## src/rtl/bcd_alu_pkg.sv

```systemverilog
package bcd_alu_pkg;
  localparam int DATA_W = 8;
  localparam int NIB_W  = DATA_W / 2;
  localparam int MSB    = DATA_W - 1;

  typedef logic [DATA_W-1:0] word_t;

  typedef struct packed {
    word_t res;
    logic  n;
    logic  v;
    logic  z;
    logic  c;
  } alu_flags_t;

  // binary add with carry
  function automatic alu_flags_t bin_add(word_t a, word_t b, logic ci);
    alu_flags_t r;
    logic [DATA_W:0] s;
    s     = {1'b0, a} + {1'b0, b} + {{DATA_W{1'b0}}, ci};
    r.res = s[DATA_W-1:0];
    r.c   = s[DATA_W];
    r.n   = s[MSB];
    r.z   = (s[DATA_W-1:0] == '0);
    r.v   = (a[MSB] == b[MSB]) && (s[MSB] != a[MSB]);
    return r;
  endfunction

  // binary subtract, ci = 1 means no borrow
  function automatic alu_flags_t bin_sub(word_t a, word_t b, logic ci);
    alu_flags_t r;
    logic [DATA_W:0] s;
    s     = {1'b0, a} - {1'b0, b} - {{DATA_W{1'b0}}, ~ci};
    r.res = s[DATA_W-1:0];
    r.c   = ~s[DATA_W];
    r.n   = s[MSB];
    r.z   = (s[DATA_W-1:0] == '0);
    r.v   = (a[MSB] != b[MSB]) && (s[MSB] != a[MSB]);
    return r;
  endfunction

  // value of a packed two-digit BCD byte
  function automatic int bcd_val(word_t w);
    return int'(w[DATA_W-1:NIB_W]) * 10 + int'(w[NIB_W-1:0]);
  endfunction

  function automatic logic is_bcd(word_t w);
    return (w[DATA_W-1:NIB_W] <= 4'd9) && (w[NIB_W-1:0] <= 4'd9);
  endfunction
endpackage

```

## src/rtl/bin_addsub.sv

```systemverilog
module bin_addsub
  import bcd_alu_pkg::*;
(
  input  word_t      a_i,
  input  word_t      b_i,
  input  logic       ci_i,
  output alu_flags_t add_o,
  output alu_flags_t sub_o
);
  assign add_o = bin_add(a_i, b_i, ci_i);
  assign sub_o = bin_sub(a_i, b_i, ci_i);

  always_comb begin

    add_carry_sum_chk: assert ({add_o.c, add_o.res} == 9'(a_i) + 9'(b_i) + 9'(ci_i))
      else $error("binary add carry/sum mismatch");

    sub_borrow_chk: assert (sub_o.c == (9'(a_i) >= 9'(b_i) + 9'(!ci_i)))
      else $error("binary subtract borrow mismatch");
  end
endmodule

```

## src/rtl/dec_adder.sv

```systemverilog
module dec_adder
  import bcd_alu_pkg::*;
(
  input  word_t a_i,
  input  word_t b_i,
  input  logic  ci_i,
  output word_t res_o,
  output logic  n_o,
  output logic  v_o,
  output logic  c_o
);
  localparam int STEP_W = NIB_W + 2;

  // +6 correction on a digit sum above nine
  function automatic logic [STEP_W-1:0] digit_fix(logic [STEP_W-1:0] d);
    return (d > STEP_W'(9)) ? d + STEP_W'(6) : d;
  endfunction

  logic [STEP_W-1:0] lo_raw, lo_fix, hi_raw, hi_fix;
  logic              lo_carry;

  always_comb begin
    lo_raw   = STEP_W'(a_i[NIB_W-1:0]) + STEP_W'(b_i[NIB_W-1:0]) + STEP_W'(ci_i);
    lo_fix   = digit_fix(lo_raw);
    lo_carry = (lo_fix > STEP_W'(15));
    hi_raw   = STEP_W'(a_i[DATA_W-1:NIB_W]) + STEP_W'(b_i[DATA_W-1:NIB_W]) + STEP_W'(lo_carry);
    hi_fix   = digit_fix(hi_raw);
  end

  assign n_o   = hi_raw[NIB_W-1];
  assign v_o   = (hi_raw[NIB_W-1] ^ a_i[MSB]) & ~(a_i[MSB] ^ b_i[MSB]);
  assign c_o   = (hi_fix > STEP_W'(15));
  assign res_o = {hi_fix[NIB_W-1:0], lo_fix[NIB_W-1:0]};

  always_comb begin
    if (a_i[NIB_W-1:0] <= 4'd9 && b_i[NIB_W-1:0] <= 4'd9) begin

      lo_digit_range_chk: assert (res_o[NIB_W-1:0] <= 4'd9)
        else $error("decimal add low digit out of range");
    end
  end
endmodule

```

## src/rtl/dec_subtractor.sv

```systemverilog
module dec_subtractor
  import bcd_alu_pkg::*;
(
  input  word_t a_i,
  input  word_t b_i,
  input  logic  ci_i,
  output word_t res_o
);
  localparam int DIFF_W = NIB_W + 1;

  // -6 correction on a digit that borrowed
  function automatic logic [NIB_W-1:0] digit_unfix(logic [DIFF_W-1:0] d);
    return d[NIB_W] ? d[NIB_W-1:0] - NIB_W'(6) : d[NIB_W-1:0];
  endfunction

  logic [DIFF_W-1:0] lo_diff, hi_diff;
  logic              lo_borrow;

  always_comb begin
    lo_diff   = DIFF_W'(a_i[NIB_W-1:0]) - DIFF_W'(b_i[NIB_W-1:0]) - DIFF_W'(!ci_i);
    lo_borrow = lo_diff[NIB_W];
    hi_diff   = DIFF_W'(a_i[DATA_W-1:NIB_W]) - DIFF_W'(b_i[DATA_W-1:NIB_W]) - DIFF_W'(lo_borrow);
  end

  assign res_o = {digit_unfix(hi_diff), digit_unfix(lo_diff)};

  always_comb begin
    if (a_i[NIB_W-1:0] <= 4'd9 && b_i[NIB_W-1:0] <= 4'd9) begin

      sub_lo_digit_chk: assert (res_o[NIB_W-1:0] <= 4'd9)
        else $error("decimal subtract low digit out of range");
    end
  end
endmodule

```

## src/rtl/bcd_addsub_unit.sv

```systemverilog
module bcd_addsub_unit
  import bcd_alu_pkg::*;
(
  input  logic [7:0] acc_i,
  input  logic [7:0] opnd_i,
  input  logic       carry_i,
  input  logic       decimal_i,
  input  logic       sub_i,
  output logic [7:0] result_o,
  output logic       neg_o,
  output logic       ovf_o,
  output logic       zero_o,
  output logic       carry_o
);
  alu_flags_t bin_add_w, bin_sub_w;
  word_t      dadd_res, dsub_res;
  logic       dadd_n, dadd_v, dadd_c;

  bin_addsub u_bin (
    .a_i(acc_i), .b_i(opnd_i), .ci_i(carry_i),
    .add_o(bin_add_w), .sub_o(bin_sub_w)
  );

  dec_adder u_dadd (
    .a_i(acc_i), .b_i(opnd_i), .ci_i(carry_i),
    .res_o(dadd_res), .n_o(dadd_n), .v_o(dadd_v), .c_o(dadd_c)
  );

  dec_subtractor u_dsub (
    .a_i(acc_i), .b_i(opnd_i), .ci_i(carry_i),
    .res_o(dsub_res)
  );

  always_comb begin
    unique case ({decimal_i, sub_i})
      2'b00: begin
        result_o = bin_add_w.res; neg_o = bin_add_w.n; ovf_o = bin_add_w.v;
        zero_o = bin_add_w.z; carry_o = bin_add_w.c;
      end
      2'b01: begin
        result_o = bin_sub_w.res; neg_o = bin_sub_w.n; ovf_o = bin_sub_w.v;
        zero_o = bin_sub_w.z; carry_o = bin_sub_w.c;
      end
      2'b10: begin
        result_o = dadd_res; neg_o = dadd_n; ovf_o = dadd_v;
        zero_o = bin_add_w.z; carry_o = dadd_c;
      end
      default: begin
        result_o = dsub_res; neg_o = bin_sub_w.n; ovf_o = bin_sub_w.v;
        zero_o = bin_sub_w.z; carry_o = bin_sub_w.c;
      end
    endcase
  end

  logic bcd_in;
  assign bcd_in = is_bcd(acc_i) && is_bcd(opnd_i);

  always_comb begin
    if (decimal_i && !sub_i) begin

      dec_add_zero_chk: assert (zero_o == (8'(acc_i + opnd_i + 8'(carry_i)) == 8'd0))
        else $error("decimal add zero flag mismatch");
    end
    if (decimal_i && sub_i) begin

      dec_sub_zero_chk: assert (zero_o == (8'(acc_i - opnd_i - 8'(!carry_i)) == 8'd0))
        else $error("decimal subtract zero flag mismatch");
    end
    if (decimal_i && !sub_i && bcd_in) begin

      dec_add_value_chk: assert (bcd_val(result_o) ==
          (bcd_val(acc_i) + bcd_val(opnd_i) + int'(carry_i)) % 100 &&
          carry_o == ((bcd_val(acc_i) + bcd_val(opnd_i) + int'(carry_i)) >= 100))
        else $error("decimal add value mismatch");
    end
    if (decimal_i && sub_i && bcd_in) begin

      dec_sub_value_chk: assert (bcd_val(result_o) ==
          (bcd_val(acc_i) - bcd_val(opnd_i) - int'(!carry_i) + 100) % 100 &&
          carry_o == ((bcd_val(acc_i) - bcd_val(opnd_i) - int'(!carry_i)) >= 0))
        else $error("decimal subtract value mismatch");
    end
  end
endmodule

```

## config.mk

```make
export PLATFORM = sky130hd
export DESIGN_NAME = bcd_addsub_unit
export DESIGN_NICKNAME = d
export VERILOG_FILES = /design/src/rtl/bcd_alu_pkg.sv /design/src/rtl/bin_addsub.sv /design/src/rtl/dec_adder.sv /design/src/rtl/dec_subtractor.sv /design/src/rtl/bcd_addsub_unit.sv
export SDC_FILE = /design/constraint.sdc
export NUM_CORES = 1
export LEC_CHECK = 0
export BUFFER_PORTS_ARGS = -buffer_cell sky130_fd_sc_hd__buf_2
export CAP_MARGIN = 5
export CELL_PAD_IN_SITES_DETAIL_PLACEMENT = 0
export CELL_PAD_IN_SITES_GLOBAL_PLACEMENT = 1
export CORE_ASPECT_RATIO = 0.5
export CORE_UTILIZATION = 40
export DETAILED_ROUTE_END_ITERATION = 8
export MAX_ROUTING_LAYER = met4
export PLACE_DENSITY_LB_ADDON = 0.1
export SKIP_LAST_GASP = 1
export SLEW_MARGIN = 20
export SYNTH_ARGS = -nofsm -noshare
export SYNTH_HDL_FRONTEND = slang
export SYNTH_SLANG_ARGS = --single-unit
export TNS_END_PERCENT = 5
```

## constraint.sdc

```tcl
create_clock -name vclk -period 5.4
set_input_delay 0.81 -clock vclk [all_inputs]
set_output_delay 0.81 -clock vclk [all_outputs]
set_load 0.05 [all_outputs]
```

==> results.py, run 1 <==
metrics = {
    "timing": {
        "final_hold_viol_count": 0,
        "fin_ws_ns": 0.1684,
        "tightest_slew_ns": 0.5491,
        "setup_tns_ns": 0,
        "period_minus_slack_ns": 5.232,
        "final_max_slew_viol_count": 0,
        "max_slew_margin": 0.6313,
        "max_clock_freq_mhz": 191.1,
        "finalSetupViolations": 0,
        "holdWs_ns": 2.143,
        "fin_crit_sh": 0.9688,
    },
    "final_layout": {
        "area_growth_pct": 26.82,
        "drive_gt1_frac": 0.3012,
        "final_cell_mix": "33 x inv_1, 28 x buf_2, 27 x ha_1",
        "fin_area_um2": 2704,
        "ff_latch_area_um2": 0,
        "flops_and_latches": 0,
        "final_nets": 393,
        "nClkBuffers": 0,
        "final_common_cell": "inv_1",
        "diodes": 0,
        "fillCellCount": 475,
    },
    "floorplan": {
        "dieHeight_um": 53.63,
        "die-width_um": 105.3,
        "fp-row-count": 18,
        "dieArea_um2": 5644,
        "ios": 31,
        "core_area_um2": 5022,
        "start_util": 0.4245,
    },
    "setup_path": {
        "worst_setup_path_start_kind": "primary input",
        "worstPathRequired_ns": 4.59,
        "worstSetupEndpointType": "output pin",
        "arrival_ns": 4.42,
        "crit_fanout": 4,
        "crit_type": "primary input to output pin",
    },
    "outcome": {
        "run_status": "completed",
    },
    "pwr": {
        "power.density_nw_per_um2": 227.5,
        "power_mw": 0.6152,
        "ir_drop_uv": 107.7,
        "p_leak_nw": 1.249,
    },
    "synth": {
        "synth_cell_types": 61,
        "synth_cells": 284,
        "yosysTopAreaCellShare": 0.1878,
        "synthTopCellsByArea": "ha_1 19%, xnor2_1 10%, fa_1 7.5%",
        "synth_area_um2": 2132,
        "ys_warn_count": 0,
        "synth.avg_cell_area_um2": 7.507,
        "ys_seq_area_frac": 0,
        "syn_nets": 343,
        "synth_top_area_cell": "ha_1",
    },
    "worst_hold_path": {
        "hp-class": "primary input to output pin",
    },
    "detailed_routing": {
        "postRouteAntennaNets": 0,
        "via_count": 2173,
        "dr.pass1.iters": 4,
        "wirelength_um": 5747,
        "via_per_inst": 5.405,
        "wl_per_cell_um": 14.30,
        "drtIter0Drc": 68,
        "drc": 0,
    },
    "place": {
        "globalplace.congestion": 0.8199,
        "port_buffers": 31,
        "pre_cts_ws_ns": -0.2433,
        "place_hpwl_um": 4820,
        "post_dp_cell_area_um2": 2544,
    },
    "grt": {
        "grt_util_met1": 0.2853,
        "grt_pass1_vias": 1996,
        "top_usage_layer": "met2",
        "overflow": 0,
        "met2_usage": 0.3805,
        "grtUsageMet3": 0.002421,
        "gr-usage-all-layers": 0.2105,
        "grt_pass1_wl_um": 9377,
        "grt_max_degree": 19,
        "antenna_found_initial": 0,
    },
    "flow_run": {
        "cap_violations": 0,
    },
    "cts": {
        "ctsHoldBuffers": 0,
    },
}
[path summary, 6_finish.rpt]
path | slack (ns) | end | cells after the start | startpoint
setup / recovery | 0.17 | result_o[5] | 20 | acc_i[2]
hold / removal | 2.14 | ovf_o | 4 | acc_i[7]
[timing repair]
| action | in CTS | in global routing |
|---|---|---|
| buffers inserted | 0 | 2 |
| hold endpoints to repair | 0 | 0 |
| pin swaps | 6 | 10 |
| endpoints found under the setup margin | 3 | 4 |
| resized for setup | 15 | 20 |
[cell type report]
cell class	instances	area [µm²]	area share
Inverter	36	135.1	0.04998
Multi-Input combinational cell	239	2112	0.7811
Tap cell	70	87.58	0.03239
Timing Repair Buffer	57	369.1	0.1365
[metrics by stage]
step	std cells	util
CTS	400	0.5189
global route	402	0.5384
global placement	400	0.5065
floorplan	284	-
finish	402	0.5384
detailed placement	400	0.5065
[routing by layer]
layer,wire (µm),vias up,part of all wire
li1,-,1101,-
met1,2980,1025,0.52
met2,2597,45,0.45
met3,156,2,0.027
met4,13,0,0.0023
met5,0,-,0
[Yosys cell counts (2+ instances only)]
| cell | n |
|---|---|
| o31ai_1 | 3 |
| nand4_1 | 3 |
| fa_1 | 8 |
| nand2_1 | 21 |
| mux4_2 | 2 |
| nand3b_1 | 2 |
| a21o_1 | 3 |
| nor2b_1 | 4 |
| nor2_1 | 18 |
| and3_1 | 4 |
| clkbuf_1 | 7 |
| mux2i_1 | 7 |
| xor2_1 | 6 |
| or3_1 | 2 |
| or4_1 | 2 |
| and2_1 | 2 |
| nand3_1 | 6 |
| a211oi_1 | 4 |
| a21boi_0 | 3 |
| nor3_1 | 5 |
| ha_1 | 32 |
| xnor2_1 | 25 |
| a21oi_1 | 15 |
| nand2b_1 | 8 |
| o21ai_0 | 12 |
| o211ai_1 | 2 |
| a31oi_1 | 6 |
| inv_1 | 35 |
| o22ai_1 | 4 |
| o21bai_1 | 2 |
[kinds of logic (layout without fill, tap and decap cells)]
family / after synthesis / after routing / synth area share
muxes: 11 / 11 / 0.06631
adders and majority gates: 40 / 40 / 0.2629
xor gates and xnor gates: 32 / 32 / 0.1379
and+or+nand+nor: 85 / 85 / 0.2118
AOI/OAI and AO/OA: 71 / 71 / 0.2377
buffers and inverters: 45 / 93 / 0.08333
[critical path: stages]
cell and delay, ns:
buf_2 0.09, inv_1 0.04, ha_1 0.30, and3b_4 0.22, or4_4 0.52, and2_4 0.20, nand3_1 0.07, a21oi_1 0.07
a41o_1 0.21, a21oi_2 0.14, ha_2 0.22, ha_4 0.21, nand2b_4 0.14, nand3_1 0.08, o21ai_2 0.07, a21oi_2 0.18
o2111ai_2 0.15, a32o_2 0.32, a211oi_4 0.21, buf_6 0.19
[where the power goes]
part | switching [mW] | internal [mW] | leakage, nW
Combinational | 0.355 | 0.260 | 1.25
Clock | 0 | 0 | 0
Sequential | 0 | 0 | 0
Total | 0.355 | 0.260 | 1.25
Power figures use the tool's default switching activity.
==> inputs of run 2 (changes only) <==
--- a/config.mk
+++ b/config.mk
@@ -5,12 +5,13 @@
 export SDC_FILE = /design/constraint.sdc
 export NUM_CORES = 1
 export LEC_CHECK = 0
+export ABC_CLOCK_PERIOD_IN_PS = 5400
 export BUFFER_PORTS_ARGS = -buffer_cell sky130_fd_sc_hd__buf_2
 export CAP_MARGIN = 5
 export CELL_PAD_IN_SITES_DETAIL_PLACEMENT = 0
 export CELL_PAD_IN_SITES_GLOBAL_PLACEMENT = 1
 export CORE_ASPECT_RATIO = 0.5
-export CORE_UTILIZATION = 40
+export CORE_UTILIZATION = 45
 export DETAILED_ROUTE_END_ITERATION = 8
 export MAX_ROUTING_LAYER = met4
 export PLACE_DENSITY_LB_ADDON = 0.1
==> run 2 against run 1 <==
Against the previous run: sequential cell count stayed put; design area is 0.28% lower; cell count is 3.7% lower; highest routed layer unchanged.
==> results.py, run 2 (same netlist as run 1, synthesis figures left out) <==
metrics = {
    "floorplan": {
        "dieHeight_um": 50.67,
        "die-width_um": 99.35,
        "dieArea_um2": 5034,
        "fp-row-count": 17,
        "start_util": 0.4773,
        "ios": 31,
        "core_area_um2": 4467,
    },
    "grt": {
        "gr-usage-all-layers": 0.2379,
        "grt_pass1_vias": 2039,
        "grt_max_degree": 19,
        "grt_pass1_wl_um": 9473,
        "antenna_found_initial": 0,
        "overflow": 0,
    },
    "worst_hold_path": {
        "hp-class": "primary input to output pin",
        "holdPathEnd": "ovf_o",
        "hold_path_depth": 4,
        "min_from": "acc_i[7]",
    },
    "setup_path": {
        "arrival_ns": 4.49,
        "max_stage_delay_ns": 0.52,
        "path_cells": "buf_2, ha_1, and3b_4, or4_4, and2_4, nand3_1, a21oi_1, a41o_1, a21oi_2, ha_2, ha_4, nand2b_1, nand3_1, o21ai_2, a21oi_2, o2111ai_2, a32o_2, a211oi_4, buf_6",
        "crit_family": "compound AO/OA/AOI/OAI gates",
        "crit_fanout": 4,
        "timing.critical_path.buf_inv": 2,
        "crit_type": "primary input to output pin",
        "crit_path_top_delay_cell": "or4_4",
        "worst_setup_path_start_kind": "primary input",
        "worstSetupPathDepth": 19,
        "worstPathRequired_ns": 4.59,
        "worstSetupEndpointType": "output pin",
    },
    "timing": {
        "rsz0062_at_grt": "yes",
        "period_minus_slack_ns": 5.301,
        "tightest_slew_ns": 0.5633,
        "max_clock_freq_mhz": 188.6,
        "max_slew_margin": 0.6245,
        "fin_crit_sh": 0.9817,
        "finalSetupViolations": 0,
        "setup_tns_ns": 0,
        "final_hold_viol_count": 0,
        "final_max_slew_viol_count": 0,
    },
    "pwr": {
        "ir_drop_uv": 93.93,
        "p_leak_nw": 1.239,
        "power.density_nw_per_um2": 229.9,
    },
    "detailed_routing": {
        "wirelength_um": 5695,
        "wl_per_cell_um": 14.72,
        "via_count": 2177,
        "drc": 0,
        "via_per_inst": 5.625,
        "postRouteAntennaNets": 0,
        "drtIter0Drc": 82,
        "dr.pass1.iters": 4,
    },
    "final_layout": {
        "drive_gt1_frac": 0.2939,
        "diodes": 0,
        "layout.cells.non_filler": 387,
        "final_cell_mix": "34 x inv_1, 28 x buf_2, 26 x ha_1",
        "flops_and_latches": 0,
        "final_common_cell": "inv_1",
        "area_growth_pct": 26.47,
        "final_nets": 391,
        "nClkBuffers": 0,
        "fillCellCount": 414,
        "ff_latch_area_um2": 0,
    },
    "flow_run": {
        "cap_violations": 0,
    },
    "place": {
        "port_buffers": 31,
        "globalplace.congestion": 0.9091,
        "place_hpwl_um": 4652,
        "placedCellCount": 387,
    },
    "outcome": {
        "run_status": "completed",
    },
}
==> run 2: changes by cell type in the layout (fill, tap and decap cells not counted), sizes merged <==
| cell | delta |
|---|---|
| buf | -3 |
| clkbuf | +1 |
==> run 2: timing repair <==
item	in CTS	in global routing
setup buffers	0	0
resized for setup	13	24
endpoints found under the setup margin	2	3
gates cloned	0	0
hold buffers	0	0
hold endpoints to repair	0	0
pin swaps	4	7
==> run 2: final cells by class <==
cell class | count | area (µm²) | share of cell area
multi-input combinational | 239 | 2136 | 0.7921
timing repair buffer | 55 | 354.1 | 0.1313
inverter | 36 | 135.1 | 0.05012
tap | 57 | 71.32 | 0.02645
==> run 2: worst max-delay path by stage <==
| stage | to | slack [ns] | start |
|---|---|---|---|
| floorplan | result_o[5] | -0.12 | acc_i[0] |
| global placement | result_o[5] | -0.07 | acc_i[0] |
| detailed placement | result_o[5] | -0.22 | acc_i[0] |
| CTS | result_o[5] | 0.00004 | acc_i[0] |
| global route | result_o[7] | -0.03 | acc_i[0] |
| finish | result_o[5] | 0.1 | acc_i[1] |
==> run 2: stage by stage <==
| step | power, mW | area [µm²] | setup WS, ns | hold WS, ns | utilization |
|---|---|---|---|---|---|
| 3_5_place_dp | 0.5633 | 2527 | -0.2245 | 2.137 | 0.5658 |
| 3_3_place_gp | 0.5547 | 2527 | -0.07437 | 2.130 | 0.5658 |
| 2_1_floorplan | 0.4209 | 2163 | -0.1228 | 2.040 | - |
| 6_report | 0.6198 | 2696 | 0.09897 | 2.132 | 0.6036 |
| 4_1_cts | 0.5772 | 2571 | 0.00003908 | 2.133 | 0.5756 |
| 5_1_grt | 0.6719 | 2696 | -0.02978 | 2.164 | 0.6036 |
==> run 2: layer usage <==
metal,share of wire,wire length (µm),track usage
met1,0.50,2848,0.3181
met2,0.47,2665,0.4294
met3,0.031,176,0.008357
met4,0.00088,5,0
met5,0,0,-
==> run 2: report_power, final <==
part	leakage, nW	internal (mW)	switching [mW]
clock	0	0	0
sequential	0	0	0
combinational	1.24	0.260	0.359
total	1.24	0.260	0.359
==> inputs of run 3 (changes only) <==
--- a/config.mk
+++ b/config.mk
@@ -15,6 +15,7 @@
 export DETAILED_ROUTE_END_ITERATION = 8
 export MAX_ROUTING_LAYER = met4
 export PLACE_DENSITY_LB_ADDON = 0.1
+export SETUP_SLACK_MARGIN = 0.15
 export SKIP_LAST_GASP = 1
 export SLEW_MARGIN = 20
 export SYNTH_ARGS = -nofsm -noshare
==> run 3 against run 2 <==
Against the previous run: global-route usage shrank 0.12 points; fmax grew 1.4%; sequential cell count unchanged; worst hold slack barely moved; die area unchanged; total power is 0.96% higher; via count down 0.73%; critical endpoint unchanged; largest cell class unchanged.
==> results.py, run 3 (same netlist as run 1, synthesis figures left out) <==
metrics = {
    "flow_run": {
        "cap_violations": 0,
    },
    "floorplan": {
        "ios": 31,
        "die-width_um": 99.35,
        "dieArea_um2": 5034,
        "dieHeight_um": 50.67,
        "start_util": 0.4773,
        "fp-row-count": 17,
        "core_area_um2": 4467,
    },
    "detailed_routing": {
        "drtIter0Drc": 72,
        "wirelength_um": 5671,
        "postRouteAntennaNets": 0,
        "via_count": 2161,
        "drc": 0,
        "via_per_inst": 5.570,
        "wl_per_cell_um": 14.62,
        "dr.pass1.iters": 4,
    },
    "timing": {
        "setup_tns_ns": 0,
        "finalSetupViolations": 0,
        "period_minus_slack_ns": 5.226,
        "final_hold_viol_count": 0,
        "fin_crit_sh": 0.9677,
        "max_slew_margin": 0.5925,
        "holdWs_ns": 2.132,
        "rsz0062_at_grt": "yes",
        "final_max_slew_viol_count": 0,
        "tightest_slew_ns": 0.6068,
        "max_clock_freq_mhz": 191.4,
    },
    "final_layout": {
        "final_common_cell": "inv_1",
        "nClkBuffers": 0,
        "flops_and_latches": 0,
        "fin_area_um2": 2721,
        "diodes": 0,
        "final_cell_mix": "32 x inv_1, 28 x buf_2, 26 x buf_4",
        "drive_gt1_frac": 0.3142,
        "final_nets": 392,
        "ff_latch_area_um2": 0,
        "fillCellCount": 415,
        "area_growth_pct": 27.64,
    },
    "pwr": {
        "ir_drop_uv": 99.11,
        "power_mw": 0.6257,
        "power.density_nw_per_um2": 229.9,
        "p_leak_nw": 1.250,
    },
    "setup_path": {
        "worstPathRequired_ns": 4.59,
        "critPathLaunch": "acc_i[2]",
        "crit_fanout": 4,
        "worstSetupEndpointType": "output pin",
        "crit_type": "primary input to output pin",
        "worst_setup_path_start_kind": "primary input",
        "arrival_ns": 4.42,
        "crit_path_end": "result_o[5]",
    },
    "grt": {
        "grt_pass1_vias": 2063,
        "antenna_found_initial": 0,
        "grt_pass1_wl_um": 9459,
        "overflow": 0,
        "gr-usage-all-layers": 0.2368,
        "grt_max_degree": 19,
    },
    "place": {
        "globalplace.congestion": 0.9091,
        "place_hpwl_um": 4652,
        "post_dp_cell_area_um2": 2527,
        "port_buffers": 31,
    },
    "outcome": {
        "run_status": "completed",
    },
    "worst_hold_path": {
        "hp-class": "primary input to output pin",
    },
}
[run 3: cell types whose count changed in the layout (fill, tap and decap cells not counted), sizes merged]
cell and change:
clkbuf -1, buf +2
[run 3: report_power, final]
group	leakage, nW	switching [mW]	internal [mW]	total [mW]
clock network	0	0	0	0
registers	0	0	0	0
logic	1.25	0.361	0.264	0.626
total	1.25	0.361	0.264	0.626
[run 3: timing repair]
| item | CTS | global route |
|---|---|---|
| buffers inserted | 0 | 1 |
| pin swaps | 4 | 8 |
| setup endpoints to repair | 3 | 6 |
| hold endpoints to repair | 0 | 0 |
| resized for setup | 19 | 24 |
| hold buffers | 0 | 0 |
[run 3: critical path, cell delays in order]
cell and delay [ns]:
buf_2 0.10, inv_2 0.04, ha_4 0.26, and3b_4 0.20
or4_4 0.58, and2_4 0.20, nand3_1 0.08, a21oi_1 0.07
a41o_1 0.22, a21oi_2 0.14, ha_2 0.22, ha_4 0.21
nand2b_4 0.14, nand3_2 0.06, o21ai_2 0.07, a21oi_2 0.19
o2111ai_2 0.17, a32o_2 0.33, a211oi_4 0.16, buf_6 0.18
[run 3: cell type report]
| type | instances | area (µm²) | area share |
|---|---|---|---|
| repair buffers | 56 | 357.8 | 0.1315 |
| multi-input cells | 239 | 2157 | 0.7926 |
| inverters | 36 | 135.1 | 0.04966 |
| well taps | 57 | 71.32 | 0.02621 |
[run 3: worst min path at each step]
stage / from / to / slack [ns] / cells past startpoint
6_report: acc_i[7] / ovf_o / 2.13 / 4
5_1_grt: acc_i[7] / ovf_o / 2.16 / 4
4_1_cts: acc_i[7] / ovf_o / 2.13 / 4
3_5_place_dp: acc_i[7] / ovf_o / 2.14 / 4
3_3_place_gp: acc_i[7] / ovf_o / 2.13 / 4
2_1_floorplan: acc_i[7] / ovf_o / 2.04 / 2
[run 3: stage by stage]
stage,setup slack (ns),std cells,util
global route,0.04066,388,0.6092
detailed placement,-0.2245,387,0.5658
CTS,0.1231,387,0.5843
floorplan,-0.1228,284,-
finish,0.1743,388,0.6092
global placement,-0.07437,387,0.5658
[run 3: routing by layer]
metal,track usage,share of wire,vias up
li1,-,-,1099
met1,0.3184,0.50,1023
met2,0.4259,0.47,39
met3,0.006964,0.024,0
met4,0,0,0
met5,-,0,-
